`config.mk`:
```
export PLATFORM = sky130hd
export DESIGN_NAME = fmm_unit
export DESIGN_NICKNAME = d
export VERILOG_FILES = /design/src/rtl/fmm_pkg.sv /design/src/rtl/fmm_classify.sv /design/src/rtl/fmm_order.sv /design/src/rtl/fmm_select.sv /design/src/rtl/fmm_unit.sv
export SDC_FILE = /design/constraint.sdc
export NUM_CORES = 1
export LEC_CHECK = 0
export ABC_CLOCK_PERIOD_IN_PS = 5400
export BUFFER_PORTS_ARGS = -buffer_cell sky130_fd_sc_hd__buf_2
export CAP_MARGIN = 15
export CORE_UTILIZATION = 35
export CTS_CLUSTER_SIZE = 24
export DETAILED_ROUTE_END_ITERATION = 8
export HOLD_SLACK_MARGIN = 0.1
export SLEW_MARGIN = 20
export SYNTH_ARGS = -nofsm -noshare
export SYNTH_HDL_FRONTEND = slang
export SYNTH_SLANG_ARGS = --single-unit
```
`constraint.sdc`:
```
create_clock -name clk -period 5.4 [get_ports clk]
set_input_delay 1.08 -clock clk [delete_from_list [all_inputs] [get_ports clk]]
set_output_delay 1.08 -clock clk [all_outputs]
set_load 0.01 [all_outputs]
```
`src/rtl/fmm_pkg.sv`:
```
package fmm_pkg;
    localparam int EXP_W   = 11;
    localparam int FRAC_W  = 52;
    localparam int DATA_W  = EXP_W + FRAC_W + 1;
    localparam int QBIT    = FRAC_W - 1;
    localparam int MODE_W  = 4;

    typedef enum logic [1:0] {
        FAM_NUM08  = 2'd0,
        FAM_PROP19 = 2'd1,
        FAM_NUM19  = 2'd2,
        FAM_CSEL   = 2'd3
    } fam_e;

    typedef struct packed {
        logic use_mag;
        fam_e fam;
        logic want_max;
    } mode_t;

    typedef struct packed {
        logic is_nan;
        logic is_snan;
        logic is_zero;
    } opclass_t;

    function automatic logic [DATA_W-1:0] quieten(input logic [DATA_W-1:0] x);
        logic [DATA_W-1:0] y;
        y = x;
        y[QBIT] = 1'b1;
        return y;
    endfunction
endpackage

```
`src/rtl/fmm_classify.sv`:
```
module fmm_classify
    import fmm_pkg::*;
(
    input  logic [DATA_W-1:0] value,
    output opclass_t          cls
);
    logic exp_ones;
    logic frac_nz;

    always_comb begin
        exp_ones    = &value[DATA_W-2:FRAC_W];
        frac_nz     = |value[FRAC_W-1:0];
        cls.is_nan  = exp_ones && frac_nz;
        cls.is_snan = exp_ones && frac_nz && !value[QBIT];
        cls.is_zero = ~|value[DATA_W-2:0];
    end
endmodule

```
`src/rtl/fmm_order.sv`:
```
module fmm_order
    import fmm_pkg::*;
(
    input  logic [DATA_W-1:0] a,
    input  logic [DATA_W-1:0] b,
    input  logic              use_mag,
    input  logic              zero_split,
    output logic              a_lt_b,
    output logic              b_lt_a
);
    logic [DATA_W-2:0] ma;
    logic [DATA_W-2:0] mb;
    logic mag_lt;
    logic mag_gt;
    logic both_zero;
    logic s_lt;
    logic s_gt;

    always_comb begin
        ma        = a[DATA_W-2:0];
        mb        = b[DATA_W-2:0];
        mag_lt    = ma < mb;
        mag_gt    = ma > mb;
        both_zero = (ma == '0) && (mb == '0);
        if (a[DATA_W-1] != b[DATA_W-1]) begin
            if (both_zero && !zero_split) begin
                s_lt = 1'b0;
                s_gt = 1'b0;
            end else begin
                s_lt = a[DATA_W-1];
                s_gt = b[DATA_W-1];
            end
        end else if (a[DATA_W-1]) begin
            s_lt = mag_gt;
            s_gt = mag_lt;
        end else begin
            s_lt = mag_lt;
            s_gt = mag_gt;
        end
        if (use_mag && (mag_lt || mag_gt)) begin
            a_lt_b = mag_lt;
            b_lt_a = mag_gt;
        end else begin
            a_lt_b = s_lt;
            b_lt_a = s_gt;
        end
    end
endmodule

```
`src/rtl/fmm_select.sv`:
```
module fmm_select
    import fmm_pkg::*;
(
    input  mode_t             md,
    input  logic [DATA_W-1:0] a,
    input  logic [DATA_W-1:0] b,
    input  opclass_t          ca,
    input  opclass_t          cb,
    input  logic              a_lt_b,
    input  logic              b_lt_a,
    output logic [DATA_W-1:0] res,
    output logic              inv
);
    logic [DATA_W-1:0] ordered;
    logic any_snan;
    logic any_nan;

    always_comb begin
        ordered  = (md.want_max ? a_lt_b : b_lt_a) ? b : a;
        any_snan = ca.is_snan || cb.is_snan;
        any_nan  = ca.is_nan || cb.is_nan;
        inv      = any_snan;
        res      = ordered;
        unique case (md.fam)
            FAM_NUM08: begin
                if (any_snan)                    res = quieten(ca.is_snan ? a : b);
                else if (ca.is_nan && cb.is_nan) res = a;
                else if (ca.is_nan)              res = b;
                else if (cb.is_nan)              res = a;
            end
            FAM_PROP19: begin
                if (ca.is_nan)      res = quieten(a);
                else if (cb.is_nan) res = quieten(b);
            end
            FAM_NUM19: begin
                if (ca.is_nan && cb.is_nan) res = quieten(a);
                else if (ca.is_nan)         res = b;
                else if (cb.is_nan)         res = a;
            end
            FAM_CSEL: begin
                if (any_nan) res = cb.is_nan ? quieten(b) : b;
            end
            default: res = ordered;
        endcase
    end
endmodule

```
`src/rtl/fmm_unit.sv`:
```
module fmm_unit
    import fmm_pkg::*;
(
    input  logic              clk,
    input  logic              rst,
    input  logic              in_valid,
    input  logic              rc_in,
    input  logic [MODE_W-1:0] mode,
    input  logic [DATA_W-1:0] op_a,
    input  logic [DATA_W-1:0] op_b,
    output logic              out_valid,
    output logic [DATA_W-1:0] result,
    output logic              invalid,
    output logic              record
);
    localparam int NOPS = 2;

    mode_t             md;
    logic [DATA_W-1:0] ops [NOPS];
    opclass_t          cls [NOPS];
    logic              a_lt_b;
    logic              b_lt_a;
    logic              zero_split;
    logic [DATA_W-1:0] sel_res;
    logic              sel_inv;

    assign md     = mode_t'(mode);
    assign ops[0] = op_a;
    assign ops[1] = op_b;
    assign zero_split = (md.fam == FAM_PROP19) || (md.fam == FAM_NUM19);

    for (genvar g = 0; g < NOPS; g++) begin : g_cls
        fmm_classify u_cls (
            .value (ops[g]),
            .cls   (cls[g])
        );
    end

    fmm_order u_ord (
        .a          (op_a),
        .b          (op_b),
        .use_mag    (md.use_mag),
        .zero_split (zero_split),
        .a_lt_b     (a_lt_b),
        .b_lt_a     (b_lt_a)
    );

    fmm_select u_sel (
        .md     (md),
        .a      (op_a),
        .b      (op_b),
        .ca     (cls[0]),
        .cb     (cls[1]),
        .a_lt_b (a_lt_b),
        .b_lt_a (b_lt_a),
        .res    (sel_res),
        .inv    (sel_inv)
    );

    always_ff @(posedge clk) begin
        if (rst) begin
            out_valid <= 1'b0;
            result    <= '0;
            invalid   <= 1'b0;
            record    <= 1'b0;
        end else begin
            out_valid <= in_valid;
            record    <= in_valid && rc_in;
            invalid   <= in_valid && sel_inv;
            if (in_valid) result <= sel_res;
        end
    end
endmodule

```
Word level (Yosys, flattened, before mapping)

Cells that the tools add are included.

Equal/unequal tests: 4
$lt $le $gt $ge: 2
Muxes and demuxes: 21
Reduce and logical (&&, ||, !) cells: 24

Operator list:

| kind                                                                   | count |
|---|---|
| 64-bit 2-to-1 mux                                                      | 10 |
| 64-bit one-hot mux with 4 select lines                                 | 1 |
| 63-bit logical NOT                                                     | 2 |
| 52-bit OR reduction                                                    | 2 |
| 63-bit > comparator                                                    | 1 |
| 63-bit less-than comparator                                            | 1 |
| 52-bit 2-to-1 mux                                                      | 1 |
| 11-bit AND reduction                                                   | 2 |
| 1-bit logical AND                                                      | 10 |
| 1-bit 2-to-1 mux                                                       | 9 |
| 2-bit equality test (second input constant)                            | 2 |
| 1-bit logical OR                                                       | 4 |
| 1-bit logical NOT                                                      | 3 |
| 2-bit by 1-bit equality test with 1-bit output (second input constant) | 1 |
| 2-bit logical NOT                                                      | 1 |
| 1-bit inequality test                                                  | 1 |

Input bits: 136
Register bits after elaboration: 67

Longest topological paths before layout

Depth after elaboration: 14
Depth in mapped cells: 16
Gate-level depth less buffers: 13

By module

Synthesis repeated with hierarchy kept, for this count alone.

Cell total of the unflattened synthesis: 1255
Area total of the unflattened synthesis: 9714.3 µm²

By module, submodules not included:

| module       | seq. area each (µm²) | area an instance (µm²) | cells each | instances |
|---|---|---|---|---|
| fmm_select   | 0.0                  | 4976.0                 | 702        | 1 |
| fmm_unit     | 1341.3               | 2398.6                 | 213        | 1 |
| fmm_order    | 0.0                  | 1959.4                 | 282        | 1 |
| fmm_classify | 0.0                  | 190.2                  | 29         | 2 |

Worst setup path before layout

OpenSTA, ideal clock, no wires.

Path type: input-to-reg
From: in op_b[32]
To: reg result[4]
Setup slack: 1.143 ns
Library setup time: 0.117 ns
Cell stages on the path: 15
Data required time: 5.283 ns
Arrival: 4.140 ns
Path through: inv_1 ha_1 a21o_1 a221o_1 a221oi_1 and4bb_2 a21oi_2 o311ai_1 o31ai_4 and2_1 buf_2 buf_4 a211o_1 o2bb2ai_1 a22o_1

Cells in the longest elaborated chain, start to end: 13
Elaborated cells on any way between the ends: 32

RTL lines:

| what                                                         | line             | text |
|---|---|---|
| from (decl)                                                  | fmm_unit.sv:10   | `input logic [DATA_W-1:0] op_b,` |
| branches (longest 12 deep; another with 63-bit > comparator) | -                |  |
| 64-bit one-hot mux with 4 select lines *                     | fmm_select.sv:24 | `unique case (md.fam)` |
| to (signal assigned)                                         | fmm_unit.sv:70   | `if (in_valid) result <= sel_res;` |
| to (decl)                                                    | fmm_unit.sv:12   | `output logic [DATA_W-1:0] result,` |

Mark *: on every way between the ends.
A chain may end at the register's enable or synchronous reset.

Final worst setup path

From: in op_b[32]
To: reg result[54]

Same word-level chain as after synthesis.

==> impl_results.md <==
* Outcome: completed
* Total die area at 25,210 um2
* Mapped cell area at 8603 um2
* Worst reg2reg path startpoint: result[5]$_SDFFE_PP0P_
* # H-tree levels at 3
* Global-route wire length before repair at 57.00 mm
* Flop2flop setup slack at 4.57 ns
* CTS root buffer: clkbuf_16
* Max IR drop VDD at 0.1108 mV
* Total GRT Usage at 0.2855
* Syn_nets at 1,494
* Ys async rst share at 0
* Clock skew at 0 ns
* Ys flop type: dfxtp_1
* Max_cap viols at 0
* DIE HEIGHT at 158.8 um
* Min-delay src: result[9]$_SDFFE_PP0P_
* Max_slew headroom at 0.3131
* DRT Pass-1 Iters at 5
* Dpl cell area at 9956 um2
* HP Class: reg -> reg
* Row cnt at 57
* R2R Path End: result[5]$_SDFFE_PP0P_
* Achievable Freq at 200.1 MHz
* Total wire length at 36.85 mm
* Clock transition at path regs at 0.07 ns
* Crit path buffers/inverters at 2
* Startpoint type of the worst setup path: primary input
* Number of synthesized flops with an enable pin at 0
* DR vias at 10,920
* Vias in the first global route at 9,771
* PwrDens at 209.7 nW/um2
* R2R cell count at 2
* Hpwl dp at 26.93 mm
* DRT iter0 DRCs at 1,150
* Synth top cells by count: a21oi_1, o21ai_0, nand2_1, nor2_1, clkbuf_1
* Pins Over Slew Limit at 0
* RSZ-0062 raised after global routing: no
* Area Growth Syn to Fin at 20.06%
* Worst path slowest cell: a221oi_1
* Count of final setup violators at 0
* Yosys top cell by area: dfxtp_1
* Leakage at 4.317 nW
* Worst-Margin Slew at 1.027 ns
* CP max FO at 13
* GRT Residual Overflow at 0
* Fin. Hold Viols at 0
* Gate Count Post-Synth at 1,291
* Worst path max stage delay at 0.55 ns
* CP arrival at 5.24 ns
* Avg WL per Cell at 20.86 um
* Die X at 158.8 um
* Post-CTS Setup Repair Bufs at 0
* DRC at 0
* Clock latency on the worst-skew pair at 0.35 ns
* # IOs at 203
* Pin count of the biggest net entering global routing at 93
* Placeable Area at 24,250 um2
* Setup CP Type: in -> reg
* CTS tree: done
* Final ANT Viol Nets at 0
* CP Cell Sequence: buf_2 > inv_1 > ha_1 > a21o_1 > a221o_1 > a221oi_1 > and4bb_2 > a21oi_2 > o311ai_1 > o31ai_4 > a21boi_1 > mux2i_1 > nor3_1 > o32a_1
* Final Cell Area at 10,330 um2
* Clock sinks at 67
* Seq/Total Area, Yosys at 0.1559
* Setup_tns at 0 ns
* Routed vias/inst at 6.182
* Final period utilization at 0.9253
* CTS max path bufs at 2
* Number of antenna violations at the first check in global routing at 6
* Hold Path Stages at 2
* Count of state elements after synthesis at 67
* PostCTS Resize Cnt at 0
* Area contributors post-synth: dfxtp_1, a21oi_1, o21ai_0
* Syn. warnings at 0
* Minimum clock period at 4.997 ns
* Hold_buf cts at 0
* Layout cells sized above 1 at 0.2028
* Worst EP required at 5.64 ns
* Cts bufs inserted at 9
* Library cells used by synthesis at 65
* Net count, final at 1,638
* Most frequent cell after synthesis: a21oi_1
* Synth Area per Inst at 6.664 um2
* Kind of end point of the critical path: flip-flop
* Initial core utilization at 0.3548
* GPL Wtd Cong at 0.9174
* Hold EP: result[9]$_SDFFE_PP0P_
* Share of the synthesized area in the top cell type at 0.1559
* Delay-heaviest family, CP: compound AO/OA/AOI/OAI gates
* Port bufs at 202
-- metal layers --
| metal | share of wire | global-route usage | wire length, um | up-vias |
|---|---|---|---|---|
| li1 | - | - | - | 5133 |
| met4 | 0.022 | 0.08341 | 807 | 6 |
| met5 | 0.00098 | 0 | 36 | - |
| met2 | 0.44 | 0.4338 | 16130 | 591 |
| met1 | 0.44 | 0.4037 | 16390 | 5130 |
| met3 | 0.095 | 0.05564 | 3489 | 63 |
-- report_power, final --
group	switching, W	total [W]	leakage, nW	internal (W)
Sequential	0.0000216	0.000557	0.554	0.000536
Combinational	0.000514	0.000841	3.59	0.000327
Clock	0.000270	0.000768	0.172	0.000498
Total	0.000806	0.00217	4.32	0.00136
-- registers in the layout, indices dropped and copies added, names as in the netlist --
signal and flops:
record 1, out_valid 1, invalid 1, result 64
-- cell usage in the layout, fill, tap and decap left out, drive strengths merged, types with 4 or more instances in the layout --
master / count
ha: 67
a221o: 6
nand3: 43
clkbuf: 9
and2: 10
nor3: 16
buf: 236
bufinv: 4
nor4: 36
o22ai: 9
nor2: 89
a32o: 14
nand2: 142
a21o: 6
mux2: 27
inv: 72
a211oi: 48
nand4: 17
nor3b: 5
o211ai: 32
a21oi: 173
or3: 13
o221ai: 14
mux2i: 40
o21ai: 172
nand2b: 4
dfxtp: 67
a31oi: 13
a221oi: 5
a311oi: 8
-- worst min-delay path: cells and delay by family (launching register included) --
family           cells  cell delay, ns
AND/OR/NAND/NOR      1            0.05
AO/OA/AOI/OAI        1            0.05
flip-flops           1            0.33
-- area by class of cell --
type                            count  area (um2)
Fill cell                        2622       13920
Multi-Input combinational cell   1048        6594
Sequential cell                    67        1341
Timing Repair Buffer              236        1341
Tap cell                          324       405.4
Inverter                           73       274.0
Clock buffer                        9       225.2
Clock inverter                      7       140.1
Antenna cell                        3       7.507
-- kinds of logic after synthesis --
group                    after synthesis  share of synthesized area
AO/OA/AOI/OAI                        530                     0.3773
adder cells (fa/ha/maj)               67                    0.09744
buffers and inverters                176                    0.08071
flip-flops                            67                     0.1559
multiplexers                          67                    0.08188
AND/OR/NAND/NOR                      384                     0.2068
-- worst max path at each step --
stage	cells past startpoint	end	slack (ns)	start
2_1_floorplan	15	result[4]$_SDFFE_PP0P_	1.14	op_b[32]
5_1_grt	15	result[17]$_SDFFE_PP0P_	0.21	op_b[32]
3_3_place_gp	14	result[54]$_SDFFE_PP0P_	0.04	op_b[32]
4_1_cts	14	result[54]$_SDFFE_PP0P_	0.44	op_b[32]
3_5_place_dp	14	result[54]$_SDFFE_PP0P_	0.06	op_b[32]
6_report	14	result[54]$_SDFFE_PP0P_	0.40	op_b[32]
-- stage by stage --
step	hold WS, ns	power [W]	util	instances	worst slack, ns
2_1_floorplan	0.4982	0.001075	-	1291	1.143
6_report	0.4641	0.002166	0.4260	1767	0.4032
3_5_place_dp	0.4468	0.001395	0.4106	1748	0.06303
5_1_grt	0.4949	0.002280	0.4259	1766	0.2131
4_1_cts	0.4677	0.002161	0.4256	1764	0.4391
3_3_place_gp	0.4469	0.001386	0.4105	1748	0.04442
No activity file was read; power rests on OpenSTA's default activity.
